### config.mk
export PLATFORM = sky130hd
export DESIGN_NAME = dma36_packer
export DESIGN_NICKNAME = d
export VERILOG_FILES = /design/src/rtl/dma36_pkg.sv /design/src/rtl/dma36_xlate.sv /design/src/rtl/dma36_merge.sv /design/src/rtl/dma36_packer.sv
export SDC_FILE = /design/constraint.sdc
export NUM_CORES = 1
export LEC_CHECK = 0
export ABC_AREA = 0
export CAP_MARGIN = 20
export CORE_ASPECT_RATIO = 1.4
export CORE_UTILIZATION = 40
export DETAILED_ROUTE_END_ITERATION = 10
export DONT_BUFFER_PORTS = 1
export GPL_TIMING_DRIVEN = 0
export PLACE_DENSITY = 0.64
export SLEW_MARGIN = 40
export SYNTH_ARGS = -nofsm -noshare
export SYNTH_HDL_FRONTEND = slang
export SYNTH_SLANG_ARGS = --single-unit
export TNS_END_PERCENT = 10
### constraint.sdc
create_clock -name clk -period 3.35 [get_ports clk]
set_input_delay 0 -clock clk [delete_from_list [all_inputs] [get_ports clk]]
set_output_delay 0 -clock clk [all_outputs]
set_load 0.03 [all_outputs]
### src/rtl/dma36_pkg.sv
package dma36_pkg;
    localparam int BUS_W  = 16;
    localparam int HALF_W = 18;
    localparam int WORD_W = 2 * HALF_W;
    localparam int BYTE_W = 8;

    typedef enum logic [1:0] {
        FLT_NONE = 2'd0,
        FLT_MAP  = 2'd1,
        FLT_NXM  = 2'd2
    } fault_e;
endpackage

### src/rtl/dma36_xlate.sv
module dma36_xlate
    import dma36_pkg::*;
#(
    parameter int XA_W      = 20,
    parameter int BA_W      = 18,
    parameter int PG_OFF_W  = 9,
    parameter int MAP_N     = 64,
    parameter int PA_W      = 12,
    parameter int MEM_WORDS = 3072
) (
    input  logic [XA_W-3:0]            word_addr,
    output logic [$clog2(MAP_N)-1:0]   map_idx,
    input  logic                       map_valid,
    input  logic [PA_W-1:0]            map_base,
    output logic [PA_W-1:0]            phys_addr,
    output fault_e                     fault
);
    localparam int IDX_W   = $clog2(MAP_N);
    localparam int VPN_LSB = PG_OFF_W;
    localparam int VPN_W   = BA_W - 2 - PG_OFF_W;

    logic [VPN_W-1:0]    vpn;
    logic [PG_OFF_W-1:0] woff;
    logic [PA_W:0]       sum;
    logic                mbz_hit;
    logic                range_hit;
    logic                nxm_hit;

    generate
        if (XA_W > BA_W) begin : g_mbz
            assign mbz_hit = |word_addr[XA_W-3:BA_W-2];
        end else begin : g_no_mbz
            assign mbz_hit = 1'b0;
        end
    endgenerate

    always_comb begin
        vpn       = word_addr[BA_W-3:VPN_LSB];
        woff      = word_addr[VPN_LSB-1:0];
        map_idx   = vpn[IDX_W-1:0];
        range_hit = (vpn >= VPN_W'(MAP_N));
        sum       = {1'b0, map_base} + (PA_W+1)'(woff);
        phys_addr = sum[PA_W-1:0];
        nxm_hit   = (sum >= (PA_W+1)'(MEM_WORDS));
        if (mbz_hit || range_hit || !map_valid) begin
            fault = FLT_MAP;
        end else if (nxm_hit) begin
            fault = FLT_NXM;
        end else begin
            fault = FLT_NONE;
        end
    end
endmodule

### src/rtl/dma36_merge.sv
module dma36_merge
    import dma36_pkg::*;
(
    input  logic [1:0]        boff,
    input  logic              byte_mode,
    input  logic              rrev,
    input  logic [BUS_W-1:0]  din,
    input  logic [WORD_W-1:0] old_word,
    output logic [WORD_W-1:0] new_word
);
    logic [HALF_W-1:0] old_l, old_r;
    logic [HALF_W-1:0] new_l, new_r;
    logic [HALF_W-1:0] wide;
    logic [BYTE_W-1:0] bval;

    always_comb begin
        old_l = old_word[WORD_W-1:HALF_W];
        old_r = old_word[HALF_W-1:0];
        new_l = old_l;
        new_r = old_r;
        wide  = {2'b00, din};
        bval  = din[BYTE_W-1:0];
        if (!byte_mode) begin
            if (!boff[1]) begin
                new_l = wide;
                if (!rrev) begin
                    new_r = '0;
                end
            end else begin
                new_r = wide;
            end
        end else begin
            unique case (boff)
                2'd0: begin
                    new_l = {{(HALF_W-BYTE_W){1'b0}}, bval};
                    new_r = '0;
                end
                2'd1: new_l = {2'b00, bval, old_l[BYTE_W-1:0]};
                2'd2: new_r = {old_r[HALF_W-1:BYTE_W], bval};
                default: new_r = {2'b00, bval, old_r[BYTE_W-1:0]};
            endcase
        end
        new_word = {new_l, new_r};
    end
endmodule

### src/rtl/dma36_packer.sv
module dma36_packer
    import dma36_pkg::*;
#(
    parameter int XA_W      = 20,
    parameter int BA_W      = 18,
    parameter int PG_OFF_W  = 9,
    parameter int MAP_N     = 64,
    parameter int PA_W      = 12,
    parameter int MEM_WORDS = 3072,
    parameter int CNT_W     = 16,
    localparam int IDX_W    = $clog2(MAP_N)
) (
    input  logic              clk,
    input  logic              rst_n,
    input  logic              start,
    input  logic [XA_W-1:0]   start_addr,
    input  logic [CNT_W-1:0]  start_count,
    input  logic              start_byte_mode,
    input  logic              in_valid,
    output logic              in_ready,
    input  logic [BUS_W-1:0]  in_data,
    output logic [IDX_W-1:0]  map_idx,
    input  logic              map_valid,
    input  logic              map_rrev,
    input  logic [PA_W-1:0]   map_base,
    output logic [PA_W-1:0]   mem_addr,
    input  logic [WORD_W-1:0] mem_rdata,
    output logic              mem_we,
    output logic [WORD_W-1:0] mem_wdata,
    output logic              busy,
    output logic              done,
    output logic              timeout,
    output logic [CNT_W-1:0]  residual
);
    typedef struct packed {
        logic             busy;
        logic             bmode;
        logic [XA_W-1:0]  addr;
        logic [CNT_W-1:0] rem;
        logic             done;
        logic             tmo;
        logic [CNT_W-1:0] resid;
    } state_t;

    state_t           st_d, st_q;
    fault_e           fault;
    logic             fire;
    logic [CNT_W-1:0] cnt_in;
    logic [CNT_W-1:0] step_c;
    logic [XA_W-1:0]  step_a;

    dma36_xlate #(
        .XA_W(XA_W), .BA_W(BA_W), .PG_OFF_W(PG_OFF_W),
        .MAP_N(MAP_N), .PA_W(PA_W), .MEM_WORDS(MEM_WORDS)
    ) u_xlate (
        .word_addr (st_q.addr[XA_W-1:2]),
        .map_idx   (map_idx),
        .map_valid (map_valid),
        .map_base  (map_base),
        .phys_addr (mem_addr),
        .fault     (fault)
    );

    dma36_merge u_merge (
        .boff      (st_q.addr[1:0]),
        .byte_mode (st_q.bmode),
        .rrev      (map_rrev),
        .din       (in_data),
        .old_word  (mem_rdata),
        .new_word  (mem_wdata)
    );

    always_comb begin
        st_d       = st_q;
        st_d.done  = 1'b0;
        fire       = 1'b0;
        step_c     = st_q.bmode ? CNT_W'(1) : CNT_W'(2);
        step_a     = st_q.bmode ? XA_W'(1) : XA_W'(2);
        cnt_in     = start_byte_mode ? start_count
                                     : {start_count[CNT_W-1:1], 1'b0};
        if (!st_q.busy) begin
            if (start) begin
                st_d.bmode = start_byte_mode;
                st_d.addr  = start_byte_mode ? start_addr
                                             : {start_addr[XA_W-1:1], 1'b0};
                st_d.rem   = cnt_in;
                st_d.tmo   = 1'b0;
                if (cnt_in == '0) begin
                    st_d.done  = 1'b1;
                    st_d.resid = '0;
                end else begin
                    st_d.busy  = 1'b1;
                end
            end
        end else if (fault != FLT_NONE) begin
            st_d.busy  = 1'b0;
            st_d.done  = 1'b1;
            st_d.tmo   = 1'b1;
            st_d.resid = st_q.rem;
        end else if (in_valid) begin
            fire      = 1'b1;
            st_d.addr = st_q.addr + step_a;
            if (st_q.rem <= step_c) begin
                st_d.rem   = '0;
                st_d.busy  = 1'b0;
                st_d.done  = 1'b1;
                st_d.resid = '0;
            end else begin
                st_d.rem   = st_q.rem - step_c;
            end
        end
    end

    always_ff @(posedge clk or negedge rst_n) begin
        if (!rst_n) begin
            st_q <= '0;
        end else begin
            st_q <= st_d;
        end
    end

    assign in_ready = st_q.busy && (fault == FLT_NONE);
    assign mem_we   = fire;
    assign busy     = st_q.busy;
    assign done     = st_q.done;
    assign timeout  = st_q.tmo;
    assign residual = st_q.resid;
endmodule

# Word level (Yosys, flattened, before mapping)
# Index checks and enable logic that the tools add are counted.
# totals
register_bits,56
wordCells,70
out_inout_bits,75
inputBits,107
# classes
bitwise_logic,1
n_eq_ne,7
add_sub_neg,3
reduce_logical,15
order_cmp,3
muxes,34
# ops
op,count
2-to-1 mux 18 bit,5
2-to-1 mux 16 bit,5
2-to-1 mux 56 bit,1
2-to-1 mux 54 bit,1
case mux 18 bit (3 select lines),1
2-to-1 mux 37 bit,1
2-to-1 mux 36 bit,1
case mux 18 bit (2 select lines),1
adder 20 x 2 -> 20 bit,1
less-or-equal comparator 16 x 2 -> 1 bit,1
logical NOT 16 bit,1
subtractor 16 x 2 -> 16 bit,1
2-to-1 mux 1 bit,14
adder 12 x 9 -> 13 bit,1
>= comparator 13 x 12 -> 1 bit (second input constant),1
2-to-1 mux 2 bit,4
>= comparator 7 bit (second input constant),1
nonzero test 2 bit,3
logical NOT 2 bit,2
inequality test 2 bit (second input constant),2
AND reduction 2 bit,2
AND reduction 4 bit,1
inequality test 3 x 1 -> 1 bit (second input constant),1
inequality test 3 x 2 -> 1 bit (second input constant),1
9 further kinds,10

# Logic depth before layout (Yosys ltp)
# Gate-level depths: netlist of run 1.
# depth
ltp_word,7
mapped_depth,11
depth_no_buf,10

# Modules after synthesis
# A second synthesis of run 1 with hierarchy kept.
# unflattened
hier_cells,522
area_unflattened_um2,4570.6
# modules_own_cells
mod,area_each_um2,n_inst,seq_area_each_um2,cells_per_inst
dma36_packer,3224.3,1,1401.3,343
dma36_merge,787.0,1,0.0,107
dma36_xlate,559.3,1,0.0,72

# Least setup slack after synthesis of run 1
# Ideal clock, no wire load.
# synth_timing
path_kind,reg-to-reg
from,reg st_q[54] (netlist bit)
to,reg st_q[25] (netlist bit)
path_stages_with_launch,11
setup_ns,0.069
t_required_ns,3.281
period_less_slack_ns,2.909
arrival_ns,2.840
n_path_buf,1
slack_ns,0.441
path_cell_list,dfrtp_1 clkinv_1 clkbuf_1 fa_1 a21o_1 nand3_1 nor4_1 nor2_1 o211ai_1 or4_1 nand3_1
# synth_between
elab_chain_cells,6
word_cells_on_any_way,7
classes_between,1 x add/sub; 1 x order compare; 5 x mux
# synth_rtl
element,line,rtl
start: declaration,dma36_packer.sv:45,"state_t st_d, st_q;"
start signal: assignment,dma36_packer.sv:118,st_q <= st_d;
2-to-1 mux 2 bit (*),dma36_packer.sv:77,step_c = st_q.bmode ? CNT_W'(1) : CNT_W'(2);
subtractor 16 x 2 -> 16 bit / less-or-equal comparator 16 x 2 -> 1 bit (equally long branches),"dma36_packer.sv:109, dma36_packer.sv:103",
2-to-1 mux 16 bit (*),dma36_packer.sv:103,if (st_q.rem <= step_c) begin
2-to-1 mux 37 bit (*),dma36_packer.sv:100,end else if (in_valid) begin
2-to-1 mux 36 bit (*),dma36_packer.sv:95,end else if (fault != FLT_NONE) begin
2-to-1 mux 54 bit (*),dma36_packer.sv:81,if (!st_q.busy) begin
# Every way passes the cells marked *; elsewhere a longest branch is shown, timed or not. The select of a mux whose other input is x is not followed.
# A chain may end at the register's enable or synchronous reset.

# Final worst setup path of run 1
# layout_timing
from,reg st_q[54] (netlist bit)
to,reg st_q[21] (netlist bit)
# The elaborated chain is that of the path after synthesis.

==> results of run 1 <==
==> placed cells by master (no fill, tap or decap), types with 4 or more instances in the layout <==
cell type,instances
nand2_1,56
dfrtp_1,56
dlygate4sd3_1,38
nor2_1,29
buf_4,25
a22o_1,24
o21ai_0,22
a21oi_1,21
nand3_1,16
a221oi_1,16
mux2_2,16
clkbuf_1,14
inv_1,13
a21o_1,13
ha_1,13
o21ai_1,11
a221o_1,11
a22oi_1,9
nor4_1,9
o311ai_0,8
and2_1,7
nor3_1,7
xor2_1,6
xnor2_1,5
nor2b_1,5
or4_1,5
buf_2,5
a32oi_1,5
clkbuf_16,5
o211ai_1,4
nand4_1,4
o31ai_1,4
==> power by group through the flow <==
stage | Sequential, W | Combinational, W | Clock, W
after floorplan | 0.000985 | 0.00140 | 0
after global placement | 0.00103 | 0.00158 | 0
after detailed placement | 0.00104 | 0.00161 | 0
after CTS | 0.00103 | 0.00167 | 0.000689
after global routing | 0.00106 | 0.00179 | 0.000715
final | 0.00103 | 0.00167 | 0.000681
==> cells in the mapped netlist, drive strengths merged (4+ instances only) <==
library cell | number | share of area [%]
o31ai | 4 | 0.70
nor4 | 12 | 2.0
or4 | 5 | 0.87
ha | 13 | 3.8
o211ai | 4 | 0.70
a32oi | 5 | 1.0
nor2b | 5 | 0.72
nand4 | 5 | 0.87
clkbuf | 16 | 1.4
a221o | 11 | 2.5
xnor2 | 5 | 1.0
o311ai | 8 | 1.6
and2 | 8 | 1.2
a21oi | 21 | 2.4
nand3 | 16 | 1.9
a22oi | 9 | 1.6
nor3 | 7 | 0.81
dfrtp | 56 | 32
xor2 | 6 | 1.2
o21ai | 34 | 3.9
mux2 | 16 | 4.2
a21o | 13 | 2.3
a22o | 24 | 4.9
nor2 | 31 | 2.8
a221oi | 16 | 3.2
inv | 14 | 1.2
buf | 30 | 4.8
nand2 | 56 | 4.9
==> cell type report <==
cell class | count | area [sq um]
repair buffers | 41 | 423
well taps | 138 | 173
multi-input cells | 376 | 2610
flip-flops and latches | 56 | 1400
fillers | 992 | 5340
clock inverters | 3 | 68.8
plain buffers | 45 | 263
inverters | 15 | 57.6
clock buffers | 5 | 125
==> through the flow <==
step / util [%] / setup slack, ns / hold WS (ns)
floorplan: - / 0.441 / -0.296
global placement: 42.9 / -0.449 / -0.294
detailed placement: 42.9 / -0.448 / -0.294
CTS: 48.9 / 0.171 / 0.0118
global route: 48.9 / 0.0312 / 0.0315
finish: 48.9 / 0.235 / 0.0178
==> worst min-delay path, cell delays in order <==
cell	delay (ns)
a21oi_1	0.09
o21ai_0	0.08
o21a_1	0.10
==> sequential cells by signal, summed over array words and instances (netlist names) <==
| signal | flops |
|---|---|
| timeout | 1 |
| busy | 1 |
| done | 1 |
| st_q | 37 |
| residual | 16 |
==> final timing paths <==
check | start | end | depth (start not counted)
worst max-delay path | st_q[54] | st_q[21] | 9
worst min-delay path | start_addr[0] | st_q[34] | 3
worst max register to register | st_q[54] | st_q[21] | 9
worst min register to register | st_q[18] | residual[0] | 1
max in group asynchronous | rst_n | st_q[50] | 2
min in group asynchronous | rst_n | busy | 2
==> per-layer routing <==
metal  global-route usage, %  up-vias  share of wire (%)
li1                        -     1966                  -
met1                    32.1     2071                 41
met2                    41.7      210                 48
met3                    5.41       28                7.9
met4                    7.43        0                2.3
met5                       0        -                  0
==> logic make-up (layout without fill, tap and decap cells) <==
logic type,after synthesis,after routing
AO/OA/AOI/OAI,173,173
XOR/XNOR,11,11
adder cells (fa/ha/maj),16,16
buffers and inverters,61,109
flip-flops,56,56
multiplexers,16,16
AND/OR/NAND/NOR,160,160
==> what timing repair did <==
action                                 in CTS  in global routing
setup buffers                               2                  0
endpoints found under the hold margin      91                  0
gates resized for setup                     3                  2
hold buffers                               39                  0
setup endpoints to repair                  16                 10
==> metrics.md, run 1 <==
| Metric | Value |
|---|---|
| Status | `complete, no violations` |
| Largest net degree at the start of global routing | `57` |
| Placement Cell Area | `4490 sq um` |
| Min-Delay Path Class | `in2reg` |
| Worst Tran Pin Value | `0.717 ns` |
| Worst path buffer plus inverter count | `2` |
| Async SR Flop Fraction | `between 90% and 100%` |
| Mapped Area | `4320 sq um` |
| First-pass GRT wire length | `22.4 mm` |
| Post-DRT Antenna Nets | `0` |
| P_int | `between 0.0015 and 0.002 W` |
| Adder-cell area share of the yosys netlist | `5.16%` |
| Clk pin slew, worst setup/hold paths | `about 0.070 ns` |
| Final hold viol count | `0` |
| Slowest stage cell, crit path | `nor4_1` |
| Combinational power share | `approximately half` |
| Clock net sink count | `between 50 and 60` |
| CP required | `3.52 ns` |
| Vias in the first global route | `around 4,200` |
| Mux contribution to synthesized area | `under 10%` |
| Seq/Total Area, Yosys | `32.4%` |
| Post-Synth XOR/XNOR Area | `under 10%` |
| Clock Latency Late Sink | `around 0.3 ns` |
| Routed len/inst | `between 20 and 25 microns` |
| Synthesized flop and latch total | `56` |
| Max Cap Viol | `0` |
| Vias | `around 4,300` |
| Inserted Clock Buffers | `5` |
| Worst vdd ir | `roughly 0.00028 V` |
| Pwr Density | `about 660 nW/um^2` |
| Initial DRC Count | `around 460` |
| Crit Path Max Fanout | `20` |
| Switching pwr | `0.00156 W` |
| Synth Area in Simple Gates | `18.3%` |
| Nets | `between 600 and 700` |
| Number of synthesized flops with an enable pin | `0` |
| Crit path max-delay family | `simple AND/OR/NAND/NOR gates` |
| Mean Syn Cell Area | `between 8 and 9 sq um` |
| CTS H-tree depth | `2` |
| Die H | `~120 microns` |
| Startpoint type of the worst setup path | `register` |
| Number of unique standard cell types used by synthesis | `60` |
| Slew Limit Fails | `0` |
| Non-filler instance count after layout | `between 600 and 700` |
| PortBufs | `0` |
| Antenna diodes | `0` |
| Final wirelength | `~14 mm` |
| Core area | `around 10,000 sq um` |
| 1st-pass router iterations | `7` |
| Worst Skew | `0.0145 ns` |
| Flop-to-flop setup slack | `0.24 ns` |
| Critical Path Max Stage Delay | `between 0.4 and 0.5 ns` |
| Clock network power share | `between 20 and 25%` |
| Slew Limit Headroom | `around half` |
| Gr usage total | `about a quarter` |
| Post-route cell area | `5120 sq um` |
| Top Ports | `182` |
| Synth Area in Compound Gates | `30.2%` |
| CP Capture Type | `register` |
| Initial antenna violation count | `0` |
| Switching share of power | `between 40% and 50%` |
| Synth Instances | `493` |
| Die area | `between 10,000 and 15,000 sq um` |
| Area Overhead vs Synth | `18.5%` |
| Seq pwr share | `30.5%` |
| Row cnt | `44` |
| Crit path arrival time | `around 3.3 ns` |
| Setup TNS | `0 ns` |
| Gr ovfl total | `0` |
| HPWL after DPL | `around 11 mm` |
| Final setup viols | `0` |
| Drc violations | `0` |
| RSZ-0062 raised after global routing | `no` |
| Tot Pwr | `0.00339 W` |
| Fmax | `between 300 and 400 MHz` |
| Mapped Nets | `between 600 and 700` |
| Leakage power | `approximately 2.1 nW` |
| CTS root buf | `clkbuf_16` |
| Combinational family with the most area after synthesis | `compound AO/OA/AOI/OAI gates` |
| Max clock buf depth | `2` |
| Crit path cell chain | `clkinv_2 > fa_1 > a21o_1 > nand3_1 > nor4_1 > nand2b_1 > clkbuf_1 > nor2_1 > a221o_1` |
| Layout cells sized above 1 | `13.1%` |
| Die W | `roughly 90 microns` |
| Initial Util | `approximately two fifths` |
| Gpl congestion | `about 0.92` |
| Post-synth top flop | `dfrtp_1` |
| CTS tree | `built` |
| Crit path time final | `roughly 3.1 ns` |
| Crit Path Class | `reg2reg` |
| DR vias/cell | `6.30` |
| Syn. warnings | `0` |
| Final Cycle Share | `around 93%` |
| Placed instance count | `between 600 and 700` |
Note: power is estimated with default switching activity, not from simulation.
==> run 2, diff against run 1 <==
Clock period 3.35 ns to 3.6 ns, I/O delays scaled along.
==> run 2 against run 1 <==
Clock power shrank 6.3%. Sequential cell count is the same. Power decreased by 6.9%. Largest power group unchanged.
==> metrics.md, run 2 (synthesized netlist as in run 1, its figures left out) <==
| Metric | Value |
|---|---|
| Clock Latency Late Sink | `around 0.30 ns` |
| Initial Util | `between 40% and 50%` |
| Final hold viol count | `0` |
| DR vias/cell | `approximately 6.3` |
| Startpoint type of the worst setup path | `register` |
| Flop-to-flop setup slack | `roughly 0.16 ns` |
| Crit path arrival time | `roughly 3.6 ns` |
| Final wirelength | `14.2 mm` |
| Antenna diodes | `0` |
| Hold Slack | `between 0.015 and 0.02 ns` |
| Gr ovfl total | `0` |
| Leakage power | `2.09 nW` |
| Inserted Clock Buffers | `5` |
| Worst Skew | `0.0184 ns` |
| Slew Limit Fails | `0` |
| PortBufs | `0` |
| Most frequent cells in the layout | `56 x nand2_1, 56 x dfrtp_1, 38 x dlygate4sd3_1` |
| Top Ports | `~180` |
| CP required | `3.79 ns` |
| First-pass GRT wire length | `between 20 and 25 mm` |
| Placement Setup Slack | `-0.198 ns` |
| Post-DRT Antenna Nets | `0` |
| Layout cells sized above 1 | `around an eighth` |
| Max clock buf depth | `2` |
| Register bank with the most flops | `st_q` |
| Core area | `10,500 sq um` |
| Crit path time final | `roughly 3.4 ns` |
| Critical Path Max Stage Delay | `about 0.55 ns` |
| Clock net sink count | `56` |
| Nets | `between 600 and 700` |
| Vias | `4,307` |
| Slowest stage cell, crit path | `fa_1` |
| Vias in the first global route | `about 4,300` |
| CTS tree | `built` |
| CTS root buf | `clkbuf_16` |
| Crit Path Max Fanout | `10` |
| Drc violations | `0` |
| Gr usage total | `between 20% and 30%` |
| Largest net degree at the start of global routing | `57` |
| CP Capture Type | `register` |
| Fmax | `between 200 and 300 MHz` |
| Final setup viols | `0` |
| Die W | `about 90 microns` |
| Crit Path Class | `reg2reg` |
| Area Overhead vs Synth | `18.3%` |
| Die H | `about 120 microns` |
| Initial antenna violation count | `0` |
| Tot Pwr | `0.00315 W` |
| Pwr Density | `approximately 620 nW/um^2` |
| Worst vdd ir | `0.000265 V` |
| 1st-pass router iterations | `5` |
| Slew Limit Headroom | `around 52%` |
| Min-Delay Path Class | `in2reg` |
| Setup WS post-layout | `0.162 ns` |
| RSZ-0062 raised after global routing | `yes` |
| Die area | `between 10,000 and 15,000 sq um` |
| Status | `complete, no violations` |
| Clk pin slew, worst setup/hold paths | `0.08 ns` |
| Initial DRC Count | `417` |
| CTS H-tree depth | `2` |
| Worst Tran Pin Value | `roughly 0.72 ns` |
| Max Cap Viol | `0` |
| Gpl congestion | `0.917` |
| Max FFs per register | `37` |
| HPWL after DPL | `roughly 11 mm` |
| Crit path cell chain | `clkbuf_1 > inv_1 > fa_1 > nand3b_1 > or2_2 > nor4_1 > nand3_1 > a21o_1 > a221o_1` |
| Routed len/inst | `between 20 and 25 microns` |
| Final Cycle Share | `between 90% and 100%` |
| Row cnt | `44` |
==> run 2: changes by cell type in the layout (fill, tap and decap cells not counted) <==
cell        change
clkbuf_1        +1
clkbuf_2        -1
clkinv_2        -1
clkinvlp_4      +1
nor4_1          +1
nor4_2          -1
o21ai_1         +1
o21ai_2         -1
==> run 2: per-stage QoR <==
step                      util, %  area, sq um  std cells  TNS, ns
after floorplan                 -         4320        493        0
after global placement       42.9         4490        631   -0.463
after detailed placement     42.9         4490        631   -0.423
after CTS                    48.8         5110        680        0
after global routing         48.9         5110        679   -0.126
final                        48.9         5110        679        0
==> run 2: power by group <==
part,switching (W),total [W],internal (W)
Combinational,0.00104,0.00156,0.000512
Clock,0.000236,0.000638,0.000402
Sequential,0.000177,0.000961,0.000784
==> run 2: worst paths after layout <==
check                               from           to  depth (start not counted)
setup / recovery                st_q[35]     st_q[48]                          9
hold / removal             start_addr[0]     st_q[34]                          3
setup reg to reg                st_q[35]     st_q[48]                          9
hold reg to reg                 st_q[18]  residual[0]                          1
max in group asynchronous          rst_n     st_q[50]                          2
min in group asynchronous          rst_n         busy                          2
==> run 2: critical path: cells and delay by family (launching register included) <==
kind	cells	cell delay, ns
compound gates	2	0.48
fa+ha+maj	1	0.55
flops	1	0.39
simple gates	4	1.23
buf+inv	2	0.68
==> run 2: final cells by class <==
type | instances | area (sq um)
clock inverters | 3 | 68.8
inverters | 15 | 60.1
flip-flops and latches | 56 | 1400
clock buffers | 5 | 125
fillers | 993 | 5350
multi-input cells | 376 | 2600
well taps | 138 | 173
repair buffers | 41 | 423
plain buffers | 45 | 262
==> run 2: timing repair <==
item | 4_1_cts | 5_1_grt
resized for setup | 0 | 2
setup buffers | 2 | 0
hold endpoints to repair | 91 | 0
hold buffers | 39 | 0
cloned | 0 | 0
setup endpoints to repair | 7 | 14
==> run 2: per-layer routing <==
| metal | global-route usage (%) | up-vias | part of all wire [%] |
|---|---|---|---|
| li1 | - | 1972 | - |
| met1 | 32.3 | 2088 | 43 |
| met2 | 41.9 | 213 | 48 |
| met3 | 5.29 | 34 | 7.0 |
| met4 | 7.43 | 0 | 2.7 |
| met5 | 0 | - | 0 |
